--- src/rtl/cfgchain_pkg.sv ---
package cfgchain_pkg;
  parameter int NUM_REGS = 98;
  parameter int REG_W    = 10;
  parameter int ID_W     = 5;
  parameter int ADDR_W   = 7;

  localparam int HDR_LEN   = 1 + ID_W + ADDR_W;
  localparam int FRAME_LEN = HDR_LEN + REG_W;
  localparam int CNT_W     = $clog2(FRAME_LEN + 1);
  localparam int IDX_W     = $clog2(REG_W);
  localparam int FLAT_W    = NUM_REGS * REG_W;

  // strobes from the frame controller to the register datapath
  typedef struct packed {
    logic              wrStb;     // commit wrData to register addr this edge
    logic              rdActive;  // replace serial output with read bit
    logic [ADDR_W-1:0] addr;
    logic [IDX_W-1:0]  bitIdx;    // register bit to drive on this edge
    logic [REG_W-1:0]  wrData;
  } strobe_t;
endpackage

--- src/rtl/cfgchain_ctrl.sv ---
module cfgchain_ctrl
  import cfgchain_pkg::*;
(
  input  logic            sclk,
  input  logic            rstN,
  input  logic            frameEn,
  input  logic            sdi,
  input  logic [ID_W-1:0] chipId,
  output strobe_t         stb
);
  logic [CNT_W-1:0]   bitCnt;
  logic [HDR_LEN-1:0] hdrQ;
  logic [REG_W-2:0]   dataQ;
  logic               inData;
  logic               idMatch;
  logic               hdrWrite;
  logic               addrOk;

  always_ff @(posedge sclk or negedge rstN) begin
    if (!rstN) begin
      bitCnt <= '0;
      hdrQ   <= '0;
      dataQ  <= '0;
    end else if (!frameEn) begin
      bitCnt <= '0;
    end else begin
      if (int'(bitCnt) < FRAME_LEN) bitCnt <= bitCnt + 1'b1;
      if (int'(bitCnt) < HDR_LEN) hdrQ <= {hdrQ[HDR_LEN-2:0], sdi};
      else if (int'(bitCnt) < FRAME_LEN) dataQ <= {dataQ[REG_W-3:0], sdi};
    end
  end

  always_comb begin
    inData   = frameEn && int'(bitCnt) >= HDR_LEN && int'(bitCnt) < FRAME_LEN;
    hdrWrite = hdrQ[HDR_LEN-1];
    idMatch  = hdrQ[HDR_LEN-2 -: ID_W] == chipId;
    addrOk   = int'(hdrQ[ADDR_W-1:0]) < NUM_REGS;
    stb.addr     = hdrQ[ADDR_W-1:0];
    stb.wrData   = {dataQ, sdi};
    stb.wrStb    = inData && int'(bitCnt) == FRAME_LEN - 1 && hdrWrite && idMatch && addrOk;
    stb.rdActive = inData && !hdrWrite && idMatch;
    stb.bitIdx   = IDX_W'(CNT_W'(FRAME_LEN - 1) - bitCnt);
  end

  p_cnt_bound_r10: assert property (@(posedge sclk) disable iff (!rstN)
    int'(bitCnt) <= FRAME_LEN);
  p_restart_r1: assert property (@(posedge sclk) disable iff (!rstN)
    !frameEn |=> bitCnt == '0);
  p_wr_range_r6: assert property (@(posedge sclk) disable iff (!rstN)
    stb.wrStb |-> int'(stb.addr) < NUM_REGS);
  p_single_wr_r10: assert property (@(posedge sclk) disable iff (!rstN)
    stb.wrStb |=> !stb.wrStb);
endmodule

--- src/rtl/cfgchain_regs.sv ---
module cfgchain_regs
  import cfgchain_pkg::*;
(
  input  logic              sclk,
  input  logic              rstN,
  input  logic              sdi,
  input  strobe_t           stb,
  output logic              sdo,
  output logic [FLAT_W-1:0] regFlat
);
  logic [REG_W-1:0] rdWord;

  for (genvar g = 0; g < NUM_REGS; g++) begin : gReg
    logic [REG_W-1:0] q;
    always_ff @(posedge sclk or negedge rstN) begin
      if (!rstN) q <= '0;
      else if (stb.wrStb && int'(stb.addr) == g) q <= stb.wrData;
    end
    assign regFlat[g*REG_W +: REG_W] = q;
  end

  // out-of-range addresses fall through to zero
  always_comb begin
    rdWord = '0;
    for (int i = 0; i < NUM_REGS; i++)
      if (int'(stb.addr) == i) rdWord = regFlat[i*REG_W +: REG_W];
  end

  always_ff @(posedge sclk or negedge rstN) begin
    if (!rstN) sdo <= 1'b0;
    else sdo <= stb.rdActive ? rdWord[stb.bitIdx] : sdi;
  end

  p_hold_r3: assert property (@(posedge sclk) disable iff (!rstN)
    !stb.wrStb |=> $stable(regFlat));
  p_write_r2: assert property (@(posedge sclk) disable iff (!rstN)
    stb.wrStb |=> regFlat[$past(stb.addr)*REG_W +: REG_W] == $past(stb.wrData));
  p_bypass_r4: assert property (@(posedge sclk) disable iff (!rstN)
    !stb.rdActive |=> sdo == $past(sdi));
  p_zero_read_r7: assert property (@(posedge sclk) disable iff (!rstN)
    (stb.rdActive && int'(stb.addr) >= NUM_REGS) |=> !sdo);
endmodule

--- src/rtl/cfg_chain_bank.sv ---
module cfg_chain_bank
  import cfgchain_pkg::*;
(
  input  logic              sclk,
  input  logic              rstN,
  input  logic              frameEn,
  input  logic              sdi,
  input  logic [ID_W-1:0]   chipId,
  output logic              sdo,
  output logic              frameOut,
  output logic [FLAT_W-1:0] regs
);
  strobe_t stb;

  cfgchain_ctrl uCtrl (
    .sclk(sclk), .rstN(rstN), .frameEn(frameEn), .sdi(sdi),
    .chipId(chipId), .stb(stb)
  );

  cfgchain_regs uRegs (
    .sclk(sclk), .rstN(rstN), .sdi(sdi), .stb(stb),
    .sdo(sdo), .regFlat(regs)
  );

  always_ff @(posedge sclk or negedge rstN) begin
    if (!rstN) frameOut <= 1'b0;
    else frameOut <= frameEn;
  end

  p_frame_delay_r9: assert property (@(posedge sclk) disable iff (!rstN)
    1'b1 |=> frameOut == $past(frameEn));
endmodule

--- config.mk ---
export PLATFORM = sky130hd
export DESIGN_NAME = cfg_chain_bank
export DESIGN_NICKNAME = d
export VERILOG_FILES = /design/src/rtl/cfgchain_pkg.sv /design/src/rtl/cfgchain_ctrl.sv /design/src/rtl/cfgchain_regs.sv /design/src/rtl/cfg_chain_bank.sv
export SDC_FILE = /design/constraint.sdc
export NUM_CORES = 2
export LEC_CHECK = 0
export ABC_AREA = 1
export BUFFER_PORTS_ARGS = -buffer_cell sky130_fd_sc_hd__buf_2
export CAP_MARGIN = 20
export CORE_AREA = 2 2 383 385
export DETAILED_ROUTE_END_ITERATION = 8
export DIE_AREA = 0 0 385 387
export PLACE_DENSITY_LB_ADDON = 0.3
export SYNTH_ARGS = -nofsm -noshare
export SYNTH_HDL_FRONTEND = slang
export SYNTH_SLANG_ARGS = --single-unit
--- constraint.sdc ---
create_clock -name sclk -period 7.76 [get_ports sclk]
set_input_delay 1.164 -clock sclk [delete_from_list [all_inputs] [get_ports sclk]]
set_output_delay 1.164 -clock sclk [all_outputs]
set_load 0.02 [all_outputs]
After elaboration in Yosys (flattened, before gate mapping):

Cells that the tools add are included.

* flip-flop bits (word level): 1009
* logic and storage cells: 424

* add/subtract/negate cells: 2
* $lt $le $gt $ge: 5
* eq/ne operators: 100
* muxes and demuxes: 103
* bitwise operators: 1
* reduce and logical (&&, ||, !) cells: 110

Operators by type and width (count)
* 10-bit 2-to-1 mux: 98
* 7-bit == test (second input constant): 64
* 7-bit by 6-bit == test with 1-bit output (second input constant): 18
* 1-bit logical AND: 106
* 7-bit by 5-bit == test with 1-bit output (second input constant): 8
* 7-bit by 4-bit == test with 1-bit output (second input constant): 4
* 7-bit by 3-bit == test with 1-bit output (second input constant): 2
* 5-bit 2-to-1 mux: 2
* 7-bit by 2-bit == test with 1-bit output (second input constant): 1
* 7-bit zero test: 1
* 7-bit < comparator (second input constant): 1
* 5-bit by 1-bit adder with 5-bit output (second input constant): 1
* 5-bit == test: 1
* 5-bit == test (second input constant): 1
* 5-bit by 4-bit >= comparator with 1-bit output (second input constant): 1
* 4-bit by 5-bit < comparator with 1-bit output (second input constant): 1
* 5-bit by 4-bit < comparator with 1-bit output (second input constant): 1
* 5-bit < comparator (second input constant): 1
* 1-bit binary-select mux with 4-bit select: 1
* 3-bit by 4-bit subtractor with 4-bit output (first input constant): 1
* 3-bit AND reduction: 1
* 1-bit 2-to-1 mux: 2
* 2-bit by 1-bit != test with 1-bit output (second input constant): 1
* 2-bit AND reduction: 1
* other kinds (2): 2

Logic depth before layout (Yosys ltp):

* word-level depth: 102
* depth in mapped cells: 84

By module:

From an unflattened synthesis, not the netlist that was laid out.

* cells, all modules: 5744
* area, all modules: 45770.1 µm²

Modules (own cells, without submodules)
* cfgchain_regs: instances 1, cells an instance 5579, area each 44296.2 µm²
* cfgchain_ctrl: instances 1, cells an instance 164, area each 1448.9 µm²
* cfg_chain_bank: instances 1, cells an instance 1, area each 25.0 µm²

Worst setup path before layout:

Ideal clock, no wire load.

* path type: reg-to-reg
* from: reg uCtrl.hdrQ[6]
* to: reg uRegs.sdo
* data arrival time: 4801 ps
* setup slack: 2839 ps
* cell stages (with the launch flop): 73
* buffers on the path: 3
* cell sequence: dfrtp_1 -> buf_4 -> inv_2 -> nand3_4 -> buf_6 -> nor2_1 -> buf_4 -> inv_1 -> or2_2 -> nand2_1 -> nand3_1 -> nand2_1 -> nand3_1 -> nand2_1 -> nand3_1 -> nand2_1 -> nand3_1 -> nand2_1 -> [37 not listed] -> nand2_1 -> nand2_1 -> nand2_1 -> nand3_1 -> nand2_1 -> nand4_1 -> nand2_1 -> nand3_1 -> nand2_1 -> nand3_1 -> nand2_1 -> nand3_1 -> nand2_1 -> nor2_1 -> nand2_1 -> nand2_1 -> nand2_1 -> nand2_1

* word-level cells in the longest chain between the ends: 102
* elaborated cells on any way between the ends: 199
* classes of those cells: 97 x eq/ne; 101 x mux; 1 x reduce/logical

Ends and longest elaborated chain
* start: declaration: line cfgchain_ctrl.sv:12 `logic [HDR_LEN-1:0] hdrQ;`
* 7-bit zero test: line cfgchain_regs.sv:26 `if (int'(stb.addr) == i) rdWord = regFlat[i*REG_W +: REG_W];`
* 10-bit 2-to-1 mux (97 in series): line cfgchain_regs.sv:26
* 10-bit 2-to-1 mux *: line cfgchain_regs.sv:26
* 1-bit binary-select mux with 4-bit select *: line cfgchain_regs.sv:31 `else sdo <= stb.rdActive ? rdWord[stb.bitIdx] : sdi;`
* 1-bit 2-to-1 mux (not written as such) *: line cfgchain_regs.sv:31
* 1-bit 2-to-1 mux *: line cfgchain_regs.sv:31
* end signal: assignment: line cfgchain_regs.sv:31
* end: declaration: line cfgchain_regs.sv:8 `output logic sdo,`

Mark *: on every way between the ends. The rest lies on a longest branch, timed or not. The select of a mux whose other input is x is not followed.
A chain may end at the register's enable or synchronous reset.

Final worst setup path:

* from: reg uCtrl.hdrQ[2]
* to: reg uRegs.sdo

Same word-level chain as after synthesis.

==> results_dict.tcl <==
set metrics [dict create \
    outcome "finished, violations left" \
    violations "setup timing" \
    clk_pin_slew_worst_paths_ns 0.06 \
    power_density_nw_per_um2 209 \
    synth.top_cells.by_area "dfrtp_1, nand2_1, o21ai_0" \
    via_per_inst 5.23 \
    drc 0 \
    postCtsHoldBufs 0 \
    ys_warn_count 0 \
    grt_max_degree 165 \
    first_iter_violations 4322 \
    synth_top_area_share 0.555 \
    dr.pass1.iters 6 \
    vias 45100 \
    hpwl_um 161000 \
    cp_slowest_stage_delay_ns 0.42 \
    finalClockSkew_ns 0.0504 \
    fin_tns_setup_ns -0.450 \
    yosysTopAreaCell "dfrtp_1" \
    yosysSeqAreaShare 0.555 \
    slew_viol_final 0 \
    die_h_um 387 \
    wl_um 222000 \
    relSlewSlack 0.256 \
    synth-xor-area-share 0.00115 \
    hold_viol_final 0 \
    period_share 1.06 \
    grt_first_pass_wirelength_um 313000 \
    syn-num-nets 5716 \
    cts.sinks 1009 \
    fin_nets 6624 \
    ios 991 \
    ys_ff_latch 1009 \
    die_w_um 385 \
    worst-slew-pin-transition_ns 1.12 \
    cts_tree "built" \
    htreeDepth 3 \
    cts.root.buffer_cell "clkbuf_16" \
    stdcell_count 8621 \
    maxCapViolations 0 \
    cp_common_cell "nand2_1" \
    place_area_um2 52900 \
    port_buffers 990 \
    insertion_delay_ns 0.77 \
    leakage_nw 28.5 \
    drive_above_1_share 0.238 \
    initial_utilization 0.314 \
    core_um2 145000 \
    grt_use_total 0.288 \
    critPathKind "flop to flop" \
    max_freq_mhz 122 \
    cts.path.max_buffers 3 \
    dieArea_um2 149000 \
    cp-startpoint "uCtrl.hdrQ[2]" \
    startpoint_type "flop" \
    place_congestion 0.965 \
    crit_path_max_fanout 7 \
    setup_ws_ns -0.450 \
    synth-compound-area-share 0.132 \
    synthSimpleGateAreaFrac 0.251 \
    grt_overflow 0 \
    grt_pass1_vias 41973 \
    route.antenna.remaining_nets 0 \
    rows 140 \
    synth_top_family_by_area "simple AND/OR/NAND/NOR gates" \
    hold_slack_ns 0.379 \
    slowest_stage "dfrtp_1" \
    worst_ep_arrival_time_ns 8.86 \
    synth_fa_ha_area_frac 0.000825 \
    cts_buffers 111 \
    syn_inst 5704 \
    antenna_found_initial 12 \
    worstPathRequired_ns 8.41 \
    crit_path_end_kind "flop" \
    fin_crit_ns 8.21 \
    ir_worst_vdd_mv 0.174 \
    dp.cells 8407 \
    hp-class "input pin to async pin" \
    yosys.cell_types.count 38 \
    area_growth_pct 25.1 \
    reg2reg_from "uCtrl.hdrQ[2]" \
    rsz0062_at_grt "true" \
    design_area_um2 56900 \
    drt-wirelength-per-cell_um 25.7 \
    synth_area_um2 45500 \
    synth_mux_area_frac 0.000990 \
    setup_violations 1 \
    synth_area_per_cell_um2 7.98 \
]
-- routing by layer --
metal | track usage | up-vias | part of all wire
met5 | 0 | - | 0.00037
met4 | 0.153 | 12 | 0.062
met3 | 0.0744 | 522 | 0.097
met2 | 0.442 | 2458 | 0.45
met1 | 0.371 | 21915 | 0.39
li1 | - | 20193 | -
-- area by class of cell --
cell class / count / area [um2]
sequential: 1009 / 25300
antenna: 1 / 2.50
tap: 1917 / 2400
inverter: 341 / 1310
timing repair buffer: 1167 / 6440
fill: 14865 / 87900
multi-input combinational: 3982 / 17700
clock inverter: 39 / 505
clock buffer: 165 / 3310
-- flip-flops by register name (all words and copies together) (netlist names) --
signal and count:
uCtrl.dataQ 9, uCtrl.bitCnt 5, uRegs.sdo 1, frameOut 1, uCtrl.hdrQ 13, uRegs.gReg.q 980
-- stage by stage --
| stage | worst slack, ns | utilization | power (mW) |
|---|---|---|---|
| floorplan | 2.84 | - | 5.86 |
| global placement | -0.992 | 0.365 | 6.44 |
| detailed placement | -0.935 | 0.365 | 6.45 |
| CTS | -0.475 | 0.392 | 12.0 |
| global route | -0.816 | 0.393 | 12.3 |
| finish | -0.450 | 0.393 | 11.9 |
-- worst max-delay path: cells and delay by family, from the launching register on --
| family | cells | cell delay, ns |
|---|---|---|
| simple gates | 61 | 7.12 |
| buf+inv | 4 | 0.53 |
| flops | 1 | 0.42 |
-- timing repair --
action,CTS,global route
setup endpoints to repair,1,1
buffers inserted,8,0
resized for setup,31,25
pin swaps,35,28
-- Yosys cell counts, drive strengths merged --
cell and count:
a21oi 132, a31oi 1, and3 1, buf 14
clkbuf 358, clkinv 17, dfrtp 1009, ha 3
inv 324, mux2 4, nand2 2108, nand3 120
nand3b 1, nand4 153, nor2 229, nor3 5
nor3b 1, nor4 2, o211ai 1, o21a 1
o21ai 1058, o22ai 2, or2 154, xnor2 1
xor2 5
-- power breakdown --
| part | leakage (nW) | internal [mW] | total [mW] | switching [mW] |
|---|---|---|---|---|
| Clock | 1.87 | 3.16 | 5.53 | 2.37 |
| Sequential | 14.1 | 5.28 | 5.30 | 0.0206 |
| Combinational | 12.6 | 0.288 | 1.08 | 0.796 |
| Total | 28.5 | 8.73 | 11.9 | 3.18 |
-- cells in the final DEF (no fill, tap or decap), types with 3 or more instances in the layout --
master      Yosys  layout
nand2_1      2104    2077
o21ai_0      1055    1055
dfrtp_1      1009    1007
buf_2           7     989
inv_1         310     309
nor2_1        216     204
buf_4           2     163
nand4_1       153     153
or2_2         147     147
a21oi_1       132     132
nand3_1       119     112
clkbuf_16       0     111
clkbuf_8        0      34
nand2_2         3      29
clkbuf_1      358      21
nor2_2          9      20
clkinv_2        0      19
inv_2          14      14
inv_4           0      10
buf_12          0      10
clkinv_1       17       8
nand3_2         0       7
bufinv_16       0       6
or2_0           5       5
xor2_1          5       5
nor3_1          5       4
nor2_4          3       4
mux2_2          4       4
clkinv_16       0       4
clkinvlp_4      0       4
o21ai_1         3       3
ha_1            3       3
clkinv_8        0       3
buf_6           1       3
-- path summary, 6_finish.rpt --
path / endpoint / slack, ns / cells after the start
max in group asynchronous: uRegs.gReg[5].q[1] / 5.37 / 3
worst min-delay path: uRegs.gReg[58].q[7] / 0.38 / 1
worst max-delay path: uRegs.sdo / -0.45 / 65
worst max register to register: uRegs.sdo / -0.45 / 65
min in group sclk: uRegs.gReg[65].q[8] / 0.50 / 2
worst min register to register: uRegs.gReg[65].q[8] / 0.50 / 2
-- cell families (layout without fill, tap and decap cells) --
group           Yosys count  after routing
simple gates           2774           2774
compound gates         1195           1195
flops                  1009           1009
buf+inv                 713           1712
xor+xnor                  6              6
mux                       4              4
fa+ha+maj                 3              3
other cells               0              1
No activity file was read; power rests on OpenSTA's default activity.
